## src/rtl/bsq_pkg.sv

```systemverilog
package bsq_pkg;
    // Two counter bits give a four-beat burst.
    localparam int unsigned BEAT_BITS = 2;

    typedef enum logic {
        ORDER_LINEAR = 1'b0,
        ORDER_XOR    = 1'b1
    } burst_order_e;
endpackage

```

## src/rtl/bsq_strobe_decode.sv

```systemverilog
module bsq_strobe_decode (
    input  logic proc_strobe_n,
    input  logic ctrl_strobe_n,
    input  logic chip_en_n,
    input  logic cs_hi,
    input  logic cs_lo_n,
    output logic load_o,
    output logic sel_o
);
    logic ctrl_req;
    logic proc_req;

    always_comb begin
        ctrl_req = ~ctrl_strobe_n;
        // The processor strobe only counts while chip enable is asserted.
        proc_req = ~proc_strobe_n & ~chip_en_n;
        load_o   = ctrl_req | proc_req;
        sel_o    = ~chip_en_n & cs_hi & ~cs_lo_n;
    end
endmodule

```

## src/rtl/bsq_beat_counter.sv

```systemverilog
module bsq_beat_counter #(
    parameter int unsigned CW = bsq_pkg::BEAT_BITS
) (
    input  logic          clk,
    input  logic          rst_n,
    input  logic          load_i,
    input  logic          advance_i,
    output logic [CW-1:0] cnt_o
);
    typedef struct packed {
        logic [CW-1:0] cnt;
    } cnt_state_t;

    localparam logic [CW-1:0] STEP = CW'(1);

    cnt_state_t state_d, state_q;

    always_comb begin
        state_d = state_q;
        if (load_i) begin
            // A load restarts the burst and wins over an advance.
            state_d.cnt = '0;
        end else if (advance_i) begin
            // The counter wraps naturally at its width.
            state_d.cnt = state_q.cnt + STEP;
        end
    end

    always_ff @(posedge clk or negedge rst_n) begin
        if (!rst_n) begin
            state_q <= '0;
        end else begin
            state_q <= state_d;
        end
    end

    assign cnt_o = state_q.cnt;
endmodule

```

## src/rtl/bsq_low_bits.sv

```systemverilog
module bsq_low_bits #(
    parameter int unsigned CW = bsq_pkg::BEAT_BITS
) (
    input  logic                  [CW-1:0] base_i,
    input  logic                  [CW-1:0] cnt_i,
    input  bsq_pkg::burst_order_e          order_i,
    output logic                  [CW-1:0] low_o
);
    logic [CW-1:0] lin_bits;
    logic [CW-1:0] xor_bits;

    // The linear order needs a carry chain; the interleaved order is bitwise.
    assign lin_bits = base_i + cnt_i;

    for (genvar b = 0; b < CW; b++) begin : g_xor
        assign xor_bits[b] = base_i[b] ^ cnt_i[b];
    end

    always_comb begin
        unique case (order_i)
            bsq_pkg::ORDER_XOR: low_o = xor_bits;
            default:            low_o = lin_bits;
        endcase
    end
endmodule

```

## src/rtl/burst_addr_seq.sv

```systemverilog
module burst_addr_seq #(
    parameter int unsigned AW = 19
) (
    input  logic          clk,
    input  logic          rst_n,
    input  logic [AW-1:0] addr_i,
    input  logic          proc_strobe_n,
    input  logic          ctrl_strobe_n,
    input  logic          chip_en_n,
    input  logic          cs_hi,
    input  logic          cs_lo_n,
    input  logic          advance_n,
    input  logic          interleave_i,
    output logic [AW-1:0] word_addr_o,
    output logic          selected_o
);
    localparam int unsigned CW = bsq_pkg::BEAT_BITS;

    typedef struct packed {
        logic [AW-1:0] base;
        logic          sel;
    } seq_state_t;

    seq_state_t state_d, state_q;

    logic          load;
    logic          sel_now;
    logic [CW-1:0] beat;
    logic [CW-1:0] low_bits;
    bsq_pkg::burst_order_e order;

    assign order = bsq_pkg::burst_order_e'(interleave_i);

    bsq_strobe_decode i_decode (
        .proc_strobe_n (proc_strobe_n),
        .ctrl_strobe_n (ctrl_strobe_n),
        .chip_en_n     (chip_en_n),
        .cs_hi         (cs_hi),
        .cs_lo_n       (cs_lo_n),
        .load_o        (load),
        .sel_o         (sel_now)
    );

    bsq_beat_counter #(.CW(CW)) i_counter (
        .clk       (clk),
        .rst_n     (rst_n),
        .load_i    (load),
        .advance_i (~advance_n),
        .cnt_o     (beat)
    );

    bsq_low_bits #(.CW(CW)) i_low (
        .base_i  (state_q.base[CW-1:0]),
        .cnt_i   (beat),
        .order_i (order),
        .low_o   (low_bits)
    );

    always_comb begin
        state_d = state_q;
        if (load) begin
            state_d.base = addr_i;
            state_d.sel  = sel_now;
        end
    end

    always_ff @(posedge clk or negedge rst_n) begin
        if (!rst_n) begin
            state_q <= '0;
        end else begin
            state_q <= state_d;
        end
    end

    assign word_addr_o = {state_q.base[AW-1:CW], low_bits};
    assign selected_o  = state_q.sel;
endmodule

```

## config.mk

```make
export PLATFORM = sky130hd
export DESIGN_NAME = burst_addr_seq
export DESIGN_NICKNAME = d
export VERILOG_FILES = /design/src/rtl/bsq_pkg.sv /design/src/rtl/bsq_strobe_decode.sv /design/src/rtl/bsq_beat_counter.sv /design/src/rtl/bsq_low_bits.sv /design/src/rtl/burst_addr_seq.sv
export SDC_FILE = /design/constraint.sdc
export NUM_CORES = 1
export LEC_CHECK = 0
export ABC_AREA = 0
export ABC_CLOCK_PERIOD_IN_PS = 1000
export BUFFER_PORTS_ARGS = -buffer_cell sky130_fd_sc_hd__buf_4
export CAP_MARGIN = 20
export CORE_AREA = 2 2 51 53
export CTS_BUF_LIST = sky130_fd_sc_hd__clkbuf_4 sky130_fd_sc_hd__clkbuf_8 sky130_fd_sc_hd__clkbuf_16
export CTS_CLUSTER_SIZE = 25
export DETAILED_ROUTE_END_ITERATION = 16
export DIE_AREA = 0 0 53 55
export PLACE_DENSITY = 0.78
export SETUP_SLACK_MARGIN = 0.15
export SLEW_MARGIN = 0
export SYNTH_ARGS = -nofsm -noshare
export SYNTH_HDL_FRONTEND = slang
export SYNTH_SLANG_ARGS = --single-unit
```

## constraint.sdc

```tcl
create_clock -name clk -period 1 [get_ports clk]
set_input_delay 0.2 -clock clk [delete_from_list [all_inputs] [get_ports clk]]
set_output_delay 0.2 -clock clk [all_outputs]
set_load 0.05 [all_outputs]
```

Word-level counts from Yosys, hierarchy flattened
Index checks and enable logic that the tools add are counted.
{"block": "totals", "register_bits": 22, "inputBits": 28}
{"block": "op_classes", "add_sub_neg": 2, "n_eq_ne": 1, "muxes": 3, "n_bitwise": 10}
{"op": "2-bit 2-to-1 mux", "n": 3}
{"op": "1-bit inverter", "n": 4}
{"op": "1-bit AND", "n": 3}
{"op": "2-bit by 1-bit adder with 2-bit output, second input constant", "n": 1}
{"op": "2-bit adder", "n": 1}
{"op": "2-bit by 1-bit inequality test with 1-bit output, second input constant", "n": 1}
{"op": "1-bit XOR", "n": 2}
{"op": "1-bit bitwise OR", "n": 1}

Depth between registers and ports, before layout
{"block": "logic_depth", "ltp_word": 4, "ltp_mapped": 3}

Hierarchy
From an unflattened synthesis, not the netlist that was laid out.
{"block": "hier_totals", "hier_cells": 73, "area_unflattened_um2": 1097.3}
{"mod": "burst_addr_seq", "n_inst": 1, "cells_each": 60, "area_per_inst_um2": 954.7, "seq_area_each_um2": 500.5}
{"mod": "bsq_beat_counter", "n_inst": 1, "cells_each": 7, "area_per_inst_um2": 88.8, "seq_area_each_um2": 50.0}
{"mod": "bsq_low_bits", "n_inst": 1, "cells_each": 4, "area_per_inst_um2": 36.3, "seq_area_each_um2": 0.0}
{"mod": "bsq_strobe_decode", "n_inst": 1, "cells_each": 2, "area_per_inst_um2": 17.5, "seq_area_each_um2": 0.0}

Worst setup path before layout
No wires, ideal clock.
{"block": "synth_path", "path_type": "register to output", "startpoint": "register i_counter.state_q, in the netlist i_counter.cnt_o[0]", "endpoint": "output word_addr_o[1]", "t_arrival_ns": 1.498, "required_time_ns": 0.800, "path_slack_ns": -0.698, "stages_incl_launch_ff": 4, "path_cell_list": "dfrtp_1 -> ha_1 -> nor2b_1 -> xnor2_1"}
{"block": "synth_via", "elab_chain_len": 2}
{"element": "start, declared", "line_no": "bsq_beat_counter.sv:16", "source": "cnt_state_t state_d, state_q;"}
{"element": "start signal, assigned", "line_no": "bsq_beat_counter.sv:33", "source": "state_q <= state_d;"}
{"element": "2-bit adder", "line_no": "bsq_low_bits.sv:13", "source": "assign lin_bits = base_i + cnt_i;"}
{"element": "2-bit 2-to-1 mux", "line_no": "bsq_low_bits.sv:20", "source": "unique case (order_i)"}
{"element": "end, declared", "line_no": "burst_addr_seq.sv:14", "source": "output logic [AW-1:0] word_addr_o,"}
No other way between the ends.

Final worst setup path
{"block": "layout_path", "startpoint": "register state_q[1] (netlist name)", "endpoint": "output word_addr_o[1]"}
{"block": "layout_via", "elab_chain_len": 2}
{"element": "start, declared", "line_no": "burst_addr_seq.sv:24", "source": "seq_state_t state_d, state_q;"}
{"element": "start signal, assigned", "line_no": "burst_addr_seq.sv:71", "source": "state_q <= state_d;"}
{"element": "2-bit adder", "line_no": "bsq_low_bits.sv:13"}
{"element": "2-bit 2-to-1 mux", "line_no": "bsq_low_bits.sv:20"}
No other way between the ends.

==> flow_metrics.tcl <==
set metrics [dict create \
    outcome "complete, but fails checks" \
    failed_checks "negative setup slack" \
    fin_tns_setup_ns -2.424 \
    finalWorstSetupSlack_ns -0.5582 \
    async_flop_share_pct 100.0 \
    fmax_ghz 0.6418 \
    p_per_area_mw_per_mm2 1515 \
    vias 695 \
    arrival_ns 1.36 \
    p_leak_nw 0.8139 \
    hold_viol_final 0 \
    clock_path_buffers 2 \
    syn2layout_area_growth_pct 72.32 \
    drt_first_pass_iters 2 \
    io_pins 48 \
    yosysWarnings 0 \
    worst_setup_path_start_kind "flop" \
    synth.largest_area_cell "dfrtp_1" \
    vias_per_cell 4.572 \
    finalWeightedCongestion 0.6634 \
    antenna_found_initial 0 \
    grt_pass1_vias 752 \
    postPlaceCellArea_mm2 0.001428 \
    max_cap_viol_count 0 \
    insertion_delay_ns 0.30 \
    slew_headroom_pct 81.44 \
    ant_nets 0 \
    antenna_cells 0 \
    seq_area_frac_synth_pct 57.44 \
    die-area_mm2 0.002915 \
    drive_above_1_share_pct 79.51 \
    grt_overflow_total 0 \
    clk_pin_slew_ns 0.12 \
    netlist_instances 59 \
    pwr-share-comb_pct 38.7 \
    switching_power_mw 0.8166 \
    cts_tree "built" \
    cts_buffers 3 \
    synth_ff_type "dfrtp_1" \
    syn-cell-area_um2 958.4 \
    ctsRootBufferMaster "clkbuf_4" \
    wl_per_cell_um 14.74 \
    synthDistinctLibCells 16 \
    worstPathMaxFanout 2 \
    place_ws_ns -0.2743 \
    stdcell_area_mm2 0.001652 \
    seq_power_share_pct 42.1 \
    synth-edff-count 0 \
    synthesis.nets 88 \
    synth.top_cells.by_area "dfrtp_1 57%, mux2_4 27%, xnor2_1 2.7%, buf_6 2.3%, nor2b_1 2.0%" \
    min_period_ns 1.558 \
    final_nets 152 \
    cts_max_level 1 \
    endpoint_kind "output pin" \
    path_class "reg2out" \
    totalWireLength_mm 2.241 \
    fin_cells 152 \
    rsz0062_at_grt "yes" \
    p_int_mw 1.685 \
    initial_core_util_pct 40.53 \
    die-width_um 53 \
    min_path_type "in2reg" \
    clkPwrFrac_pct 19.2 \
    fin_util_pct 69.84 \
    tightest_slew_ns 0.2784 \
    slew_violations 0 \
    ys_ff_latch 22 \
    grt_max_degree 23 \
    clock_sinks 22 \
    grt_pass1_wl_mm 3.463 \
    synth_top_area_share_pct 57.44 \
    syn_area_per_cell_um2 16.24 \
    synth_common_cells "22 x dfrtp_1, 17 x mux2_4, 3 x nor2b_1, 3 x xnor2_1" \
    setup_viol 21 \
    track_usage_pct 16.88 \
    skew_ns 0.001588 \
    ir_drop_mv 1.264 \
    place_inst 138 \
    rows 18 \
    drc 0 \
    finalCritPeriodShare_pct 155.8 \
    cp_data_required_time_ns 0.80 \
    core-area_mm2 0.002365 \
    yosysMostFrequentCell "dfrtp_1" \
    switching_share_pct 32.64 \
    portBuffers 47 \
    die_h_um 55 \
    detail_route.iter0.violations 1 \
    dp_hpwl_mm 1.495 \
]
==> layer usage <==
metal / global-route usage (%) / wire length (um) / vias to the layer above
met3: 4.570 / 158 / 0
met5: 0 / 0 / -
met1: 18.49 / 850 / 338
met2: 32.50 / 1232 / 31
li1: - / - / 326
met4: 3.846 / 0 / 0
==> worst paths after layout <==
check / startpoint / cells after the start / endpoint / slack [ns]
max: state_q[1] / 4 / word_addr_o[1] / -0.56
min: addr_i[6] / 2 / word_addr_o[6] / 0.12
max reg2reg: i_counter.cnt_o[0] / 4 / i_counter.cnt_o[1] / -0.02
min reg2reg: word_addr_o[16] / 1 / word_addr_o[16] / 0.55
max in group asynchronous: rst_n / 2 / word_addr_o[17] / 0.45
min in group asynchronous: rst_n / 2 / state_q[1] / 0.31
==> power groups by stage <==
stage | Combinational [mW] | Sequential, mW | Clock, mW
CTS | 0.935 | 1.05 | 0.495
global placement | 0.814 | 1.04 | 0
floorplan | 0.284 | 1.30 | 0
detailed placement | 0.830 | 1.05 | 0
finish | 0.967 | 1.05 | 0.481
global route | 1.01 | 1.06 | 0.551
==> critical path: stages (launching register included) <==
cell	delay, ns
dfrtp_1	0.43
ha_4	0.15
nor2b_4	0.18
xnor2_4	0.13
buf_6	0.17
==> per-stage QoR <==
step	total power [mW]	hold slack (ns)
after global routing	2.627	0.09637
final	2.502	0.1213
after detailed placement	1.876	0.1034
after CTS	2.477	0.1100
after global placement	1.855	0.09823
after floorplan	1.584	-0.09559
==> registers in the layout, summed over array words and instances (netlist names) <==
| name | flops |
|---|---|
| word_addr_o | 17 |
| selected_o | 1 |
| i_counter.cnt_o | 2 |
| state_q | 2 |
==> cell type report <==
class / instances / area (um2)
Inverter: 1 / 3.754
Multi-Input combinational cell: 33 / 422.9
Timing Repair Buffer: 62 / 590.6
Clock buffer: 4 / 36.28
Sequential cell: 22 / 560.5
Tap cell: 30 / 37.54
Fill cell: 175 / 713.2
==> timing repair <==
| action | in CTS | in global routing |
|---|---|---|
| pin swaps | 3 | 1 |
| setup buffers | 5 | 4 |
| gates resized for setup | 23 | 5 |
| hold buffers | 1 | 0 |
| setup endpoints to repair | 22 | 27 |
| endpoints found under the hold margin | 22 | 0 |
==> kinds of logic after synthesis <==
kind of cell | synth area share (%)
AND/OR/NAND/NOR | 4.177
AO/OA/AOI/OAI | 2.219
adder cells (fa/ha/maj) | 1.305
XOR/XNOR | 2.742
flip-flops | 57.44
multiplexers | 28.98
buffers and inverters | 3.132
==> placed cells by master, fill, tap and decap left out <==
cell / Yosys / layout
buf_12: 0 / 2
buf_4: 0 / 34
buf_6: 2 / 24
buf_8: 0 / 1
clkbuf_4: 0 / 3
clkbuf_8: 0 / 1
dfrtp_1: 22 / 14
dfrtp_2: 0 / 8
dlygate4sd3_1: 0 / 1
ha_4: 0 / 1
inv_1: 1 / 1
mux2_2: 1 / 1
mux2_4: 17 / 18
nand2_1: 1 / 1
nand3_1: 1 / 1
nor2_1: 2 / 2
nor2b_1: 3 / 1
nor2b_2: 0 / 1
nor2b_4: 0 / 1
nor3_1: 1 / 1
o21ai_1: 1 / 1
o21ai_4: 1 / 1
xnor2_1: 3 / 2
xnor2_4: 0 / 1
Note: power is estimated with default switching activity, not from simulation.
